### config.mk
export PLATFORM = sky130hd
export DESIGN_NAME = pixel_port_demux
export DESIGN_NICKNAME = d
export VERILOG_FILES = /design/src/rtl/pdm_pkg.sv /design/src/rtl/pdm_front.sv /design/src/rtl/pdm_steer.sv /design/src/rtl/pdm_hsync.sv /design/src/rtl/pixel_port_demux.sv
export SDC_FILE = /design/constraint.sdc
export NUM_CORES = 1
export LEC_CHECK = 0
export ABC_CLOCK_PERIOD_IN_PS = 1900
export BUFFER_PORTS_ARGS = -buffer_cell sky130_fd_sc_hd__buf_4
export CAP_MARGIN = 10
export CORE_AREA = 2 2 94 96
export DETAILED_ROUTE_END_ITERATION = 10
export DIE_AREA = 0 0 96 98
export PLACE_DENSITY = 0.78
export RECOVER_POWER = 50
export SYNTH_ARGS = -nofsm -noshare
export SYNTH_HDL_FRONTEND = slang
export SYNTH_SLANG_ARGS = --single-unit
### constraint.sdc
create_clock -name clk -period 1.9 [get_ports clk]
set_input_delay 0.095 -clock clk [delete_from_list [all_inputs] [get_ports clk]]
set_output_delay 0.095 -clock clk [all_outputs]
set_load 0.05 [all_outputs]
### src/rtl/pdm_pkg.sv
package pdm_pkg;
  localparam int CTL_DUAL = 7;
  localparam int CTL_PAR  = 6;
  localparam int CTL_INV  = 5;

  typedef enum logic [1:0] {
    MODE_SINGLE   = 2'd0,
    MODE_DUAL_INT = 2'd1,
    MODE_DUAL_PAR = 2'd2
  } mode_e;

  function automatic mode_e decode_mode(input logic [7:0] c);
    if (!c[CTL_DUAL])    return MODE_SINGLE;
    else if (c[CTL_PAR]) return MODE_DUAL_PAR;
    else                 return MODE_DUAL_INT;
  endfunction

  function automatic logic decode_inv(input logic [7:0] c);
    return c[CTL_INV];
  endfunction
endpackage

### src/rtl/pdm_front.sv
module pdm_front #(
  parameter int PW = 24
) (
  input  logic          clk,
  input  logic          rst,
  input  logic          hsync_in,
  input  logic [PW-1:0] pix_in,
  output logic [PW-1:0] s1_pix,
  output logic          s1_slot,
  output logic          s1_rise
);
  logic hs_prev;
  logic phase;
  logic rise;

  assign rise = hsync_in & ~hs_prev;

  always_ff @(posedge clk) begin
    if (rst) begin
      hs_prev <= 1'b0;
      phase   <= 1'b0;
      s1_pix  <= '0;
      s1_slot <= 1'b0;
      s1_rise <= 1'b0;
    end else begin
      hs_prev <= hsync_in;
      s1_pix  <= pix_in;
      s1_slot <= phase;
      s1_rise <= rise;
      phase   <= rise ? 1'b0 : ~phase;
    end
  end

  AST_HS_LEVEL_NO_RESTART: assert property (@(posedge clk) disable iff (rst)
    (hs_prev && hsync_in) |=> (phase != $past(phase)));

  AST_EDGE_GIVES_FIRST: assert property (@(posedge clk) disable iff (rst)
    rise |=> ##1 (s1_slot == 1'b0));
endmodule

### src/rtl/pdm_steer.sv
module pdm_steer
  import pdm_pkg::*;
#(
  parameter int PW = 24
) (
  input  logic          clk,
  input  logic          rst,
  input  mode_e         mode,
  input  logic          inv,
  input  logic [PW-1:0] s1_pix,
  input  logic          s1_slot,
  output logic [PW-1:0] pa,
  output logic [PW-1:0] pb,
  output logic          pb_oe,
  output logic          stb
);
  logic [PW-1:0] hold;

  always_ff @(posedge clk) begin
    if (rst) begin
      pa    <= '0;
      pb    <= '0;
      hold  <= '0;
      pb_oe <= 1'b0;
      stb   <= 1'b0;
    end else begin
      pb_oe <= (mode != MODE_SINGLE);
      case (mode)
        MODE_DUAL_INT: begin
          stb <= s1_slot;
          if (s1_slot ^ inv) pb <= s1_pix;
          else               pa <= s1_pix;
        end
        MODE_DUAL_PAR: begin
          stb <= s1_slot;
          if (!s1_slot) begin
            hold <= s1_pix;
          end else if (inv) begin
            pa <= s1_pix;
            pb <= hold;
          end else begin
            pa <= hold;
            pb <= s1_pix;
          end
        end
        default: begin
          stb <= 1'b1;
          pa  <= s1_pix;
        end
      endcase
    end
  end

  AST_SINGLE_B_OFF: assert property (@(posedge clk) disable iff (rst)
    (mode == MODE_SINGLE) |=> (!pb_oe && $stable(pb)));

  AST_SINGLE_FULL_RATE: assert property (@(posedge clk) disable iff (rst)
    (mode == MODE_SINGLE) |=> stb);

  AST_DUAL_B_ON: assert property (@(posedge clk) disable iff (rst)
    (mode != MODE_SINGLE) |=> pb_oe);

  AST_PAR_HOLD_FIRST: assert property (@(posedge clk) disable iff (rst)
    (mode == MODE_DUAL_PAR && !s1_slot) |=> ($stable(pa) && $stable(pb) && !stb));

  AST_INT_ONE_PORT: assert property (@(posedge clk) disable iff (rst)
    (mode == MODE_DUAL_INT) |=> ($stable(pa) || $stable(pb)));
endmodule

### src/rtl/pdm_hsync.sv
module pdm_hsync #(
  parameter int WW = 8
) (
  input  logic          clk,
  input  logic          rst,
  input  logic          rise_in,
  input  logic          pol,
  input  logic [WW-1:0] width,
  output logic          hsout
);
  logic          hs_d;
  logic [WW-1:0] cnt;
  logic [WW-1:0] cnt_nx;

  always_comb begin
    if (hs_d)            cnt_nx = width;
    else if (cnt != '0)  cnt_nx = cnt - 1'b1;
    else                 cnt_nx = '0;
  end

  always_ff @(posedge clk) begin
    if (rst) begin
      hs_d  <= 1'b0;
      cnt   <= '0;
      hsout <= ~pol;
    end else begin
      hs_d  <= rise_in;
      cnt   <= cnt_nx;
      hsout <= (cnt_nx != '0) ? pol : ~pol;
    end
  end

  AST_HS_START: assert property (@(posedge clk) disable iff (rst)
    (hs_d && width != '0) |=> (hsout == $past(pol)));

  AST_HS_ZERO_WIDTH: assert property (@(posedge clk) disable iff (rst)
    (hs_d && width == '0) |=> (hsout == !$past(pol)));

  AST_HS_IDLE: assert property (@(posedge clk) disable iff (rst)
    (!hs_d && cnt == '0) |=> (hsout == !$past(pol)));
endmodule

### src/rtl/pixel_port_demux.sv
module pixel_port_demux
  import pdm_pkg::*;
#(
  parameter int CW = 8,
  parameter int WW = 8
) (
  input  logic          clk,
  input  logic          rst,
  input  logic [CW-1:0] in_r,
  input  logic [CW-1:0] in_g,
  input  logic [CW-1:0] in_b,
  input  logic          hsync_in,
  input  logic [7:0]    ctrl,
  input  logic          hs_pol,
  input  logic [WW-1:0] hs_width,
  output logic [CW-1:0] a_r,
  output logic [CW-1:0] a_g,
  output logic [CW-1:0] a_b,
  output logic [CW-1:0] b_r,
  output logic [CW-1:0] b_g,
  output logic [CW-1:0] b_b,
  output logic          b_oe,
  output logic          dstrobe,
  output logic          hsout
);
  localparam int PW = 3 * CW;

  mode_e         mode;
  logic          inv;
  logic [PW-1:0] s1_pix;
  logic          s1_slot;
  logic          s1_rise;
  logic [PW-1:0] pa;
  logic [PW-1:0] pb;

  assign mode = decode_mode(ctrl);
  assign inv  = decode_inv(ctrl);

  pdm_front #(.PW(PW)) u_front (
    .clk(clk), .rst(rst), .hsync_in(hsync_in), .pix_in({in_r, in_g, in_b}),
    .s1_pix(s1_pix), .s1_slot(s1_slot), .s1_rise(s1_rise)
  );

  pdm_steer #(.PW(PW)) u_steer (
    .clk(clk), .rst(rst), .mode(mode), .inv(inv), .s1_pix(s1_pix),
    .s1_slot(s1_slot), .pa(pa), .pb(pb), .pb_oe(b_oe), .stb(dstrobe)
  );

  pdm_hsync #(.WW(WW)) u_hsync (
    .clk(clk), .rst(rst), .rise_in(s1_rise), .pol(hs_pol), .width(hs_width),
    .hsout(hsout)
  );

  assign {a_r, a_g, a_b} = pa;
  assign {b_r, b_g, b_b} = pb;

  AST_RESET_CLEAN: assert property (@(posedge clk)
    rst |=> (pa == '0 && pb == '0 && !b_oe && !dstrobe));

  AST_DUAL_HALF_RATE: assert property (@(posedge clk) disable iff (rst)
    (mode != MODE_SINGLE && $past(mode) != MODE_SINGLE && dstrobe) |=> !dstrobe);
endmodule

* After elaboration in Yosys (flattened, before gate mapping)
Cells that the tools add are included.
** Cells by class
- Add/subtract/negate cells :: 1
- Equal/unequal tests :: 5
- Multiplexer cells :: 15
- Bitwise operators :: 6
- Reductions and logical operators :: 9
** Operators with widths (number)
- $mux W24 :: 6
- $pmux W24 S2 :: 2
- $mux W8 :: 2
- $reduce_bool A8 Y1 :: 2
- $sub A8 B1 Y8 const B :: 1
- $mux W2 :: 2
- $ne A2 B2 Y1 const B :: 2
- $not A1 Y1 :: 4
- $reduce_and A2 Y1 :: 2
- $reduce_bool A2 Y1 :: 2
- $reduce_or A2 Y1 :: 2
- $mux W1 :: 3
- $reduce_and A3 Y1 :: 1
- $eq A2 B1 Y1 const B :: 1
- $eq A2 B2 Y1 const B :: 1
- $ne A2 B1 Y1 const B :: 1
- $and A1 B1 Y1 :: 1
- $xor A1 B1 Y1 :: 1
** Word-level totals
- Register bits after elaboration :: 112
- Bits of input ports :: 44
- Output and inout bits :: 51
- Logic and storage cells :: 49

* Logic depth before layout (Yosys ltp)
Gate-level depths: netlist of run 1.
- Word-level depth :: 6
- Depth in mapped cells :: 7
- Gate-level depth less buffers :: 7

* Modules after synthesis
A second synthesis of run 1 with hierarchy kept.
** Second synthesis, totals
- Cell total of the unflattened synthesis :: 503
- Area, all modules :: 4713.3 sq um
** Modules (own cells, without submodules)
- pdm_steer :: instances 1, cells an instance 366, area an instance 3286.9 sq um, seq. area each 1481.4 sq um
- pdm_front :: instances 1, cells an instance 59, area an instance 783.3 sq um, seq. area each 560.5 sq um
- pdm_hsync :: instances 1, cells an instance 76, area an instance 626.9 sq um, seq. area each 200.2 sq um
- pixel_port_demux :: instances 1, cells an instance 2, area an instance 16.3 sq um, seq. area each 0.0 sq um

* Least setup slack after synthesis of run 1
Ideal clock, no wire load.
- Path kind :: reg-to-reg
- Start point :: register u_hsync.cnt[0]
- End point :: register u_hsync.hsout
- Library setup time :: 0.118 ns
- Arrival time :: 1.514 ns
- Data required time :: 1.782 ns
- Slack :: 0.268 ns
- Stages on the path, launching flop included :: 8
- Buffers on the path :: 0
- Period minus slack after synthesis :: 1.632 ns
- Cell sequence :: dfxtp_1 inv_1 ha_1 nor3b_2 and4bb_1 o31ai_2 a41oi_2 xnor2_1
** Between the ends
- Cells in the longest elaborated chain, start to end :: 6
- Elaborated cells on any way between the ends :: 7
- Those cells by class :: add/sub: 1; mux: 4; reduce/logical: 2
** Ends and longest elaborated chain
- start: declaration :: RTL line pdm_hsync.sv:12 : logic [WW-1:0] cnt;
- start signal: assignment :: RTL line pdm_hsync.sv:28 : cnt <= cnt_nx;
- $sub A8 B1 Y8 or $reduce_bool A8 Y1 (tied branches) :: RTL line pdm_hsync.sv:17 : else if (cnt != '0) cnt_nx = cnt - 1'b1;
- $mux W8 (*) :: RTL line pdm_hsync.sv:17
- $mux W8 (*) :: RTL line pdm_hsync.sv:16 : if (hs_d) cnt_nx = width;
- $reduce_bool A8 Y1 (*) :: RTL line pdm_hsync.sv:29 : hsout <= (cnt_nx != '0) ? pol : ~pol;
- $mux W1 (*) :: RTL line pdm_hsync.sv:29
- $mux W1 (*) :: RTL line pdm_hsync.sv:22 : if (rst) begin
- end signal: assignment :: RTL line pdm_hsync.sv:25 : hsout <= ~pol;
- end signal: assignment :: RTL line pdm_hsync.sv:29
- end: declaration :: RTL line pdm_hsync.sv:9 : output logic hsout
Every way passes the cells marked *; elsewhere a longest branch is shown, timed or not.
A chain may end at the register's enable or synchronous reset.

* Final worst setup path of run 1
Same ends and word-level chain as after synthesis.

==> impl_metrics.sql, run 1 <==
INSERT INTO impl_metrics (metric_group, metric, value, unit) VALUES
('place', 'hpwl', '6.53', 'mm'),
('timing', 'layout_worst_path_cycle_share', '96.1', '%'),
('timing', 'whs', '0.108', 'ns'),
('worst_setup_path', 'crit_path_start', 'u_hsync.cnt[0]', ''),
('yosys', 'ys_types', '42', ''),
('place', 'port_buffers', '89', ''),
('worst_setup_path', 'setup.worst_path.class', 'reg -> reg', ''),
('global_routing', 'grt_start_max_net_pins', '48', ''),
('yosys', 'synth.largest_area_cell', 'dfxtp_1', ''),
('worst_setup_path', 'r2r_setup_slack', '0.07', 'ns'),
('drt', 'drtPass1Iterations', '4', ''),
('global_routing', 'gr-usage-all-layers', '21.5', '%'),
('yosys', 'synthesis.instances', '458', ''),
('drt', 'avgViaCountPerCell', '5.15', ''),
('timing', 'setup_tns', '0', 'ns'),
('timing', 'max_freq', '0.548', 'GHz'),
('drt', 'postRouteWirelength', '9.74', 'mm'),
('finish', 'ff_latch_area', '0.00224', 'mm²'),
('worst_setup_path', 'timing.critical_path.arrival', '2.08', 'ns'),
('global_routing', 'gr-total-overflow', '0', ''),
('cts', 'cts_tree', 'yes', ''),
('power', 'peakVddDrop', '629', 'µV'),
('worst_setup_path', 'rr_startpoint', 'u_hsync.cnt[0]', ''),
('cts', 'worst_skew_pair.late_latency', '0.36', 'ns'),
('yosys', 'synthMostInstantiatedCell', 'dfxtp_1', ''),
('floorplan', 'die_w', '96', 'µm'),
('yosys', 'dominantRegCellSynth', 'dfxtp_1', ''),
('yosys', 'postSynthAreaPerCell', '9.64', 'µm²'),
('timing', 'timing_hold_violations_final', '0', ''),
('floorplan', 'placement_rows', '34', ''),
('yosys', 'post_synth_main_area_contributors', 'dfxtp_1, mux2i_1, a211oi_1, nor2_1, nor2b_1', ''),
('finish', 'final_core_utilization', '65.2', '%'),
('finish', 'multi_input_comb_area', '0.00201', 'mm²'),
('timing', 'slew_headroom', '23.1', '%'),
('floorplan', 'core_area', '0.00847', 'mm²'),
('finish', 'antenna_cells', '0', ''),
('drt', 'post_drt_wl_per_cell', '14.3', 'µm'),
('min_path', 'worst_hold_startpoint', 'hs_width[6]', ''),
('global_routing', 'grt_pass1_wl', '16.0', 'mm'),
('yosys', 'syn_nets', '504', ''),
('drt', 'detailed_router_s_first_iteration_violation_count', '125', ''),
('drt', 'postRouteAntennaNets', '0', ''),
('floorplan', 'dieHeight', '98', 'µm'),
('cts', 'clock-root-buffer', 'clkbuf_8', ''),
('cts', 'h-tree-depth', '3', ''),
('min_path', 'holdCritPathClass', 'in -> reg', ''),
('finish', 'num-fill-cells', '712', ''),
('worst_setup_path', 'critical_path.startpoint_type', 'flop', ''),
('timing', 'fin_crit', '1.83', 'ns'),
('cts', 'clkSinkCount', '112', ''),
('timing', 'timing.final.setup_violations', '0', ''),
('yosys', 'synth-edff-count', '0', ''),
('floorplan', 'effective_utilization_at_floorplan', '52.1', '%'),
('place', 'place.gp.congestion', '0.828', ''),
('power', 'p_leak', '2.33', 'nW'),
('global_routing', 'number_of_antenna_violations_at_the_first_check_in_global_routing', '0', ''),
('finish', 'post_route_cells_drive_above_1_share', '14.5', '%'),
('global_routing', 'first_global_vias', '3464', ''),
('yosys', 'synth.top_cells.by_count', 'dfxtp_1, nor2_1, nand2_1', ''),
('timing', 'fin_worst_skew', '0.00707', 'ns'),
('timing', 'final-max-slew-violation-count', '0', ''),
('outcome', 'outcome', 'finished, final reports clean', ''),
('worst_setup_path', 'maximum_fanout_along_the_worst_path', '5', ''),
('cts', 'clk_pin_slew_worst_paths', '0.11', 'ns'),
('worst_setup_path', 'r2r_cells', '7', ''),
('worst_setup_path', 'timing.critical_path.to', 'u_hsync.hsout', ''),
('job', 'number_of_max_cap_violations', '0', ''),
('yosys', 'async_reset_ff_share', '0', '%'),
('worst_setup_path', 'reg2reg_to', 'u_hsync.hsout', ''),
('cts', 'clock_path_buffers', '2', ''),
('yosys', 'yosysWarnings', '0', '');
cell families (layout without fill, tap and decap cells):
kind of cell    count (synthesis)  count (layout)  synth area share (%)
xor+xnor                        5               5                 0.992
mux                            48              48                  10.9
flops                         112             112                  50.8
simple gates                  164             164                  18.1
fa+ha+maj                       2               2                 0.567
compound gates                 89              89                  14.1
buf+inv                        38             153                  4.53
worst min path at each step:
| stage | to | slack, ns | cells past startpoint |
|---|---|---|---|
| floorplan | u_hsync.hsout | 0.19 | 1 |
| global placement | u_hsync.hsout | 0.29 | 2 |
| finish | u_hsync.cnt[6] | 0.11 | 4 |
| detailed placement | u_hsync.hsout | 0.30 | 2 |
| CTS | u_hsync.cnt[6] | 0.1 | 4 |
| global route | u_hsync.cnt[6] | 0.1 | 4 |
critical path, cell delays in order (launching register included):
cell	delay, ns
dfxtp_2	0.36
inv_1	0.11
ha_1	0.27
nand2b_4	0.07
o41a_1	0.31
o31ai_2	0.28
a41oi_2	0.17
xnor2_1	0.14
layout by cell type (no fill, tap or decap), types with 2 or more instances in the layout:
master and n:
dfxtp_1 110, nor2_1 59, clkbuf_1 51, nand2_1 49, mux2i_1 48, a211oi_1 48, buf_4 37, dlygate4sd3_1 33
nor2b_1 32, a21oi_1 29, clkbuf_8 9, clkbuf_4 9, nor3_1 6, inv_1 4, a22oi_1 4, xnor2_1 3
inv_6 3, or2b_2 2, nand3_2 2, xor2_1 2, buf_12 2, dfxtp_2 2
what timing repair did:
action / CTS / global route
resized for setup: 0 / 8
hold endpoints to repair: 33 / 0
hold buffers: 33 / 0
buffers inserted: 0 / 1
setup endpoints to repair: 0 / 1
power by group:
part	total (W)	internal, W	switching, W
registers	0.00275	0.00256	0.000194
logic	0.00159	0.000658	0.000931
clock network	0.00142	0.000625	0.000800
layout make-up:
type / instances / share of cell area [%]
clock inverter: 7 / 1.41
multi-input combinational: 308 / 36.4
clock buffer: 9 / 2.24
timing repair buffer: 133 / 16.5
inverter: 4 / 0.272
tap: 108 / 2.45
sequential: 112 / 40.7
metal layers:
metal  global-route usage [%]  share of wire, %  vias up
li1                         -                 -     1802
met5                        0                 0        -
met3                     3.70               3.8       11
met2                     38.2                52       62
met1                     25.9                43     1635
met4                     7.25               1.6        0
metrics by stage:
stage / power (W) / setup slack, ns / cells / cell area [µm²]
floorplan: 0.00387 / 0.268 / 458 / 4410
global placement: 0.00423 / 0.166 / 631 / 5160
detailed placement: 0.00429 / 0.0815 / 631 / 5160
CTS: 0.00576 / 0.0567 / 680 / 5700
global route: 0.00603 / -0.0142 / 681 / 5520
finish: 0.00576 / 0.0741 / 681 / 5520
registers in the layout (all words and copies together) (netlist names), 8 cells and up:
| name | cells |
|---|---|
| u_steer.pa | 24 |
| u_hsync.cnt | 8 |
| u_steer.pb | 24 |
| u_front.s1_pix | 24 |
| u_steer.hold | 24 |
(Power assumes the default switching activity.)
==> run 2, diff against run 1 <==
--- a/config.mk
+++ b/config.mk
@@ -8,9 +8,9 @@
 export ABC_CLOCK_PERIOD_IN_PS = 1900
 export BUFFER_PORTS_ARGS = -buffer_cell sky130_fd_sc_hd__buf_4
 export CAP_MARGIN = 10
-export CORE_AREA = 2 2 94 96
+export CORE_AREA = 2 2 80 112
 export DETAILED_ROUTE_END_ITERATION = 10
-export DIE_AREA = 0 0 96 98
+export DIE_AREA = 0 0 82 114
 export PLACE_DENSITY = 0.78
 export RECOVER_POWER = 50
 export SYNTH_ARGS = -nofsm -noshare
==> run 2 against run 1 <==
Worst setup slack worse by 0.0042 ns. Count of clock-buffer cells in the layout unchanged. Final area up 0.66%. Cell count down 1.6%. Fmax down 0.23%. Largest power group unchanged. Highest routed layer unchanged.
==> impl_metrics.sql, run 2 (synthesized netlist as in run 1, its figures left out) <==
INSERT INTO impl_metrics (metric_group, metric, value, unit) VALUES
('outcome', 'outcome', 'finished, final reports clean', ''),
('floorplan', 'placement_rows', '40', ''),
('drt', 'postRouteWirelength', '9.46', 'mm'),
('finish', 'post_route_cells_drive_above_1_share', '13.3', '%'),
('floorplan', 'effective_utilization_at_floorplan', '52.5', '%'),
('timing', 'layout_worst_path_cycle_share', '96.3', '%'),
('global_routing', 'grt_busiest_layer', 'met2', ''),
('worst_setup_path', 'critical_path.cell_chain', 'inv_1, ha_1, nor3b_4, and4bb_1, o31ai_4, a41oi_2, xnor2_1', ''),
('worst_setup_path', 'maximum_fanout_along_the_worst_path', '5', ''),
('timing', 'timing.final.setup_violations', '0', ''),
('cts', 'clock_path_buffers', '2', ''),
('finish', 'fin_nets', '606', ''),
('finish', 'fin_cells', '670', ''),
('finish', 'multi_input_comb_area', '0.00199', 'mm²'),
('floorplan', 'design.die.area', '0.00935', 'mm²'),
('timing', 'slew_headroom', '42.1', '%'),
('power', 'powerDensity', '1130', 'mW/mm²'),
('power', 'p_leak', '2.36', 'nW'),
('place', 'placedCellCount', '627', ''),
('drt', 'detailed_router_s_first_iteration_violation_count', '170', ''),
('finish', 'design_area_final', '0.00556', 'mm²'),
('timing', 'max_freq', '0.546', 'GHz'),
('drt', 'avgViaCountPerCell', '5.29', ''),
('timing', 'setup_tns', '0', 'ns'),
('floorplan', 'core_area', '0.00841', 'mm²'),
('global_routing', 'number_of_antenna_violations_at_the_first_check_in_global_routing', '0', ''),
('cts', 'clkSinkCount', '112', ''),
('min_path', 'holdCritPathClass', 'in -> reg', ''),
('worst_setup_path', 'setup.worst_path.class', 'reg -> reg', ''),
('cts', 'clk_pin_slew_worst_paths', '0.07', 'ns'),
('job', 'number_of_max_cap_violations', '0', ''),
('timing', 'fin_crit', '1.83', 'ns'),
('worst_setup_path', 'critical-path-slowest-cell', 'dfxtp_1', ''),
('cts', 'clock-root-buffer', 'clkbuf_16', ''),
('global_routing', 'met3_usage', '4.51', '%'),
('worst_setup_path', 'crit_path_max_incr_delay', '0.35', 'ns'),
('cts', 'worst_skew_pair.late_latency', '0.35', 'ns'),
('floorplan', 'dieHeight', '114', 'µm'),
('finish', 'num-fill-cells', '691', ''),
('cts', 'h-tree-depth', '3', ''),
('floorplan', 'io_pins', '95', ''),
('global_routing', 'gr-total-overflow', '0', ''),
('cts', 'cts_tree', 'yes', ''),
('timing', 'worstMarginPinSlew', '0.868', 'ns'),
('worst_setup_path', 'worstPathBufferInverterCount', '1', ''),
('global_routing', 'grt_pass1_wl', '15.7', 'mm'),
('timing', 'timing_hold_violations_final', '0', ''),
('drt', 'post_drt_wl_per_cell', '14.1', 'µm'),
('global_routing', 'met2_usage', '38.4', '%'),
('place', 'place.gp.congestion', '0.792', ''),
('place', 'port_buffers', '89', ''),
('worst_setup_path', 'critical_path.endpoint_type', 'flop', ''),
('worst_setup_path', 'worst_ep_required_time', '2.14', 'ns'),
('worst_setup_path', 'r2r_setup_slack', '0.07', 'ns'),
('finish', 'area_delta_synth_final', '25.9', '%'),
('global_routing', 'gr-usage-all-layers', '21.7', '%'),
('worst_setup_path', 'cpLargestDelayFamily', 'simple AND/OR/NAND/NOR gates', ''),
('timing', 'fin_worst_skew', '0.00738', 'ns'),
('finish', 'ff_latch_area', '0.00224', 'mm²'),
('finish', 'most_common_cell_after_layout_fill_and_taps_aside', 'dfxtp_1', ''),
('place', 'dpl_cell_area', '0.00515', 'mm²'),
('drt', 'drtPass1Iterations', '4', ''),
('drt', 'detail_route.drc_violations', '0', ''),
('floorplan', 'die_w', '82', 'µm'),
('finish', 'layout_common_cells', 'dfxtp_1, nor2_1, clkbuf_1', ''),
('timing', 'setup_ws', '0.0699', 'ns'),
('worst_setup_path', 'timing.critical_path.arrival', '2.07', 'ns'),
('cts', 'cts_made_buffers', '9', ''),
('worst_setup_path', 'critical_path.startpoint_type', 'flop', ''),
('place', 'hpwl', '5.96', 'mm'),
('drt', 'vias', '3545', ''),
('global_routing', 'grt_start_max_net_pins', '54', ''),
('place', 'pre_cts_slack', '0.113', 'ns'),
('drt', 'postRouteAntennaNets', '0', ''),
('global_routing', 'grt_use_met1', '24.7', '%'),
('power', 'peakVddDrop', '695', 'µV'),
('timing', 'final-max-slew-violation-count', '0', ''),
('finish', 'antenna_cells', '0', ''),
('global_routing', 'first_global_vias', '3447', '');
## run 2: cell types whose count changed in the layout (fill, tap and decap cells not counted), sizes merged
cell,change
buf,-2
bufinv,+1
clkinv,+1
clkinvlp,-1
dlygate4sd3,-6
inv,-1
## run 2: metrics by stage
step | utilization [%] | power, W | hold slack (ns)
finish | 66.1 | 0.00628 | 0.0116
global route | 66.1 | 0.00657 | 0.0183
CTS | 68.4 | 0.00635 | 0.0108
detailed placement | 61.3 | 0.00427 | 0.294
global placement | 61.3 | 0.00422 | 0.292
floorplan | - | 0.00387 | 0.194
## run 2: layout make-up
cell class | count | share of cell area [%]
Tap cell | 105 | 2.36
Timing Repair Buffer | 125 | 15.2
Multi-Input combinational cell | 308 | 35.9
Clock inverter | 7 | 1.85
Inverter | 4 | 0.270
Clock buffer | 9 | 4.05
Sequential cell | 112 | 40.4
## run 2: power breakdown
| group | switching, W | internal (W) |
|---|---|---|
| clock | 0.000873 | 0.00117 |
| sequential | 0.000183 | 0.00255 |
| combinational | 0.000899 | 0.000603 |
| total | 0.00195 | 0.00433 |
## run 2: timing repair
item | CTS | global route
endpoints found under the hold margin | 27 | 0
buffers inserted | 0 | 0
hold buffers | 27 | 0
gates resized for setup | 0 | 2
endpoints found under the setup margin | 0 | 1
## run 2: metal layers
layer  vias to the layer above  part of all wire [%]
met3                        14                   4.5
met2                        71                    51
met5                         -                     0
met1                      1669                    43
met4                         0                   1.9
li1                       1791                     -
## run 2: final timing paths
| kind | startpoint | end | cells after the start |
|---|---|---|---|
| min | in_r[7] | u_front.s1_pix[23] | 2 |
| max | u_hsync.cnt[0] | u_hsync.hsout | 7 |
| max reg2reg | u_hsync.cnt[0] | u_hsync.hsout | 7 |
| min reg2reg | u_front.phase | u_front.phase | 1 |
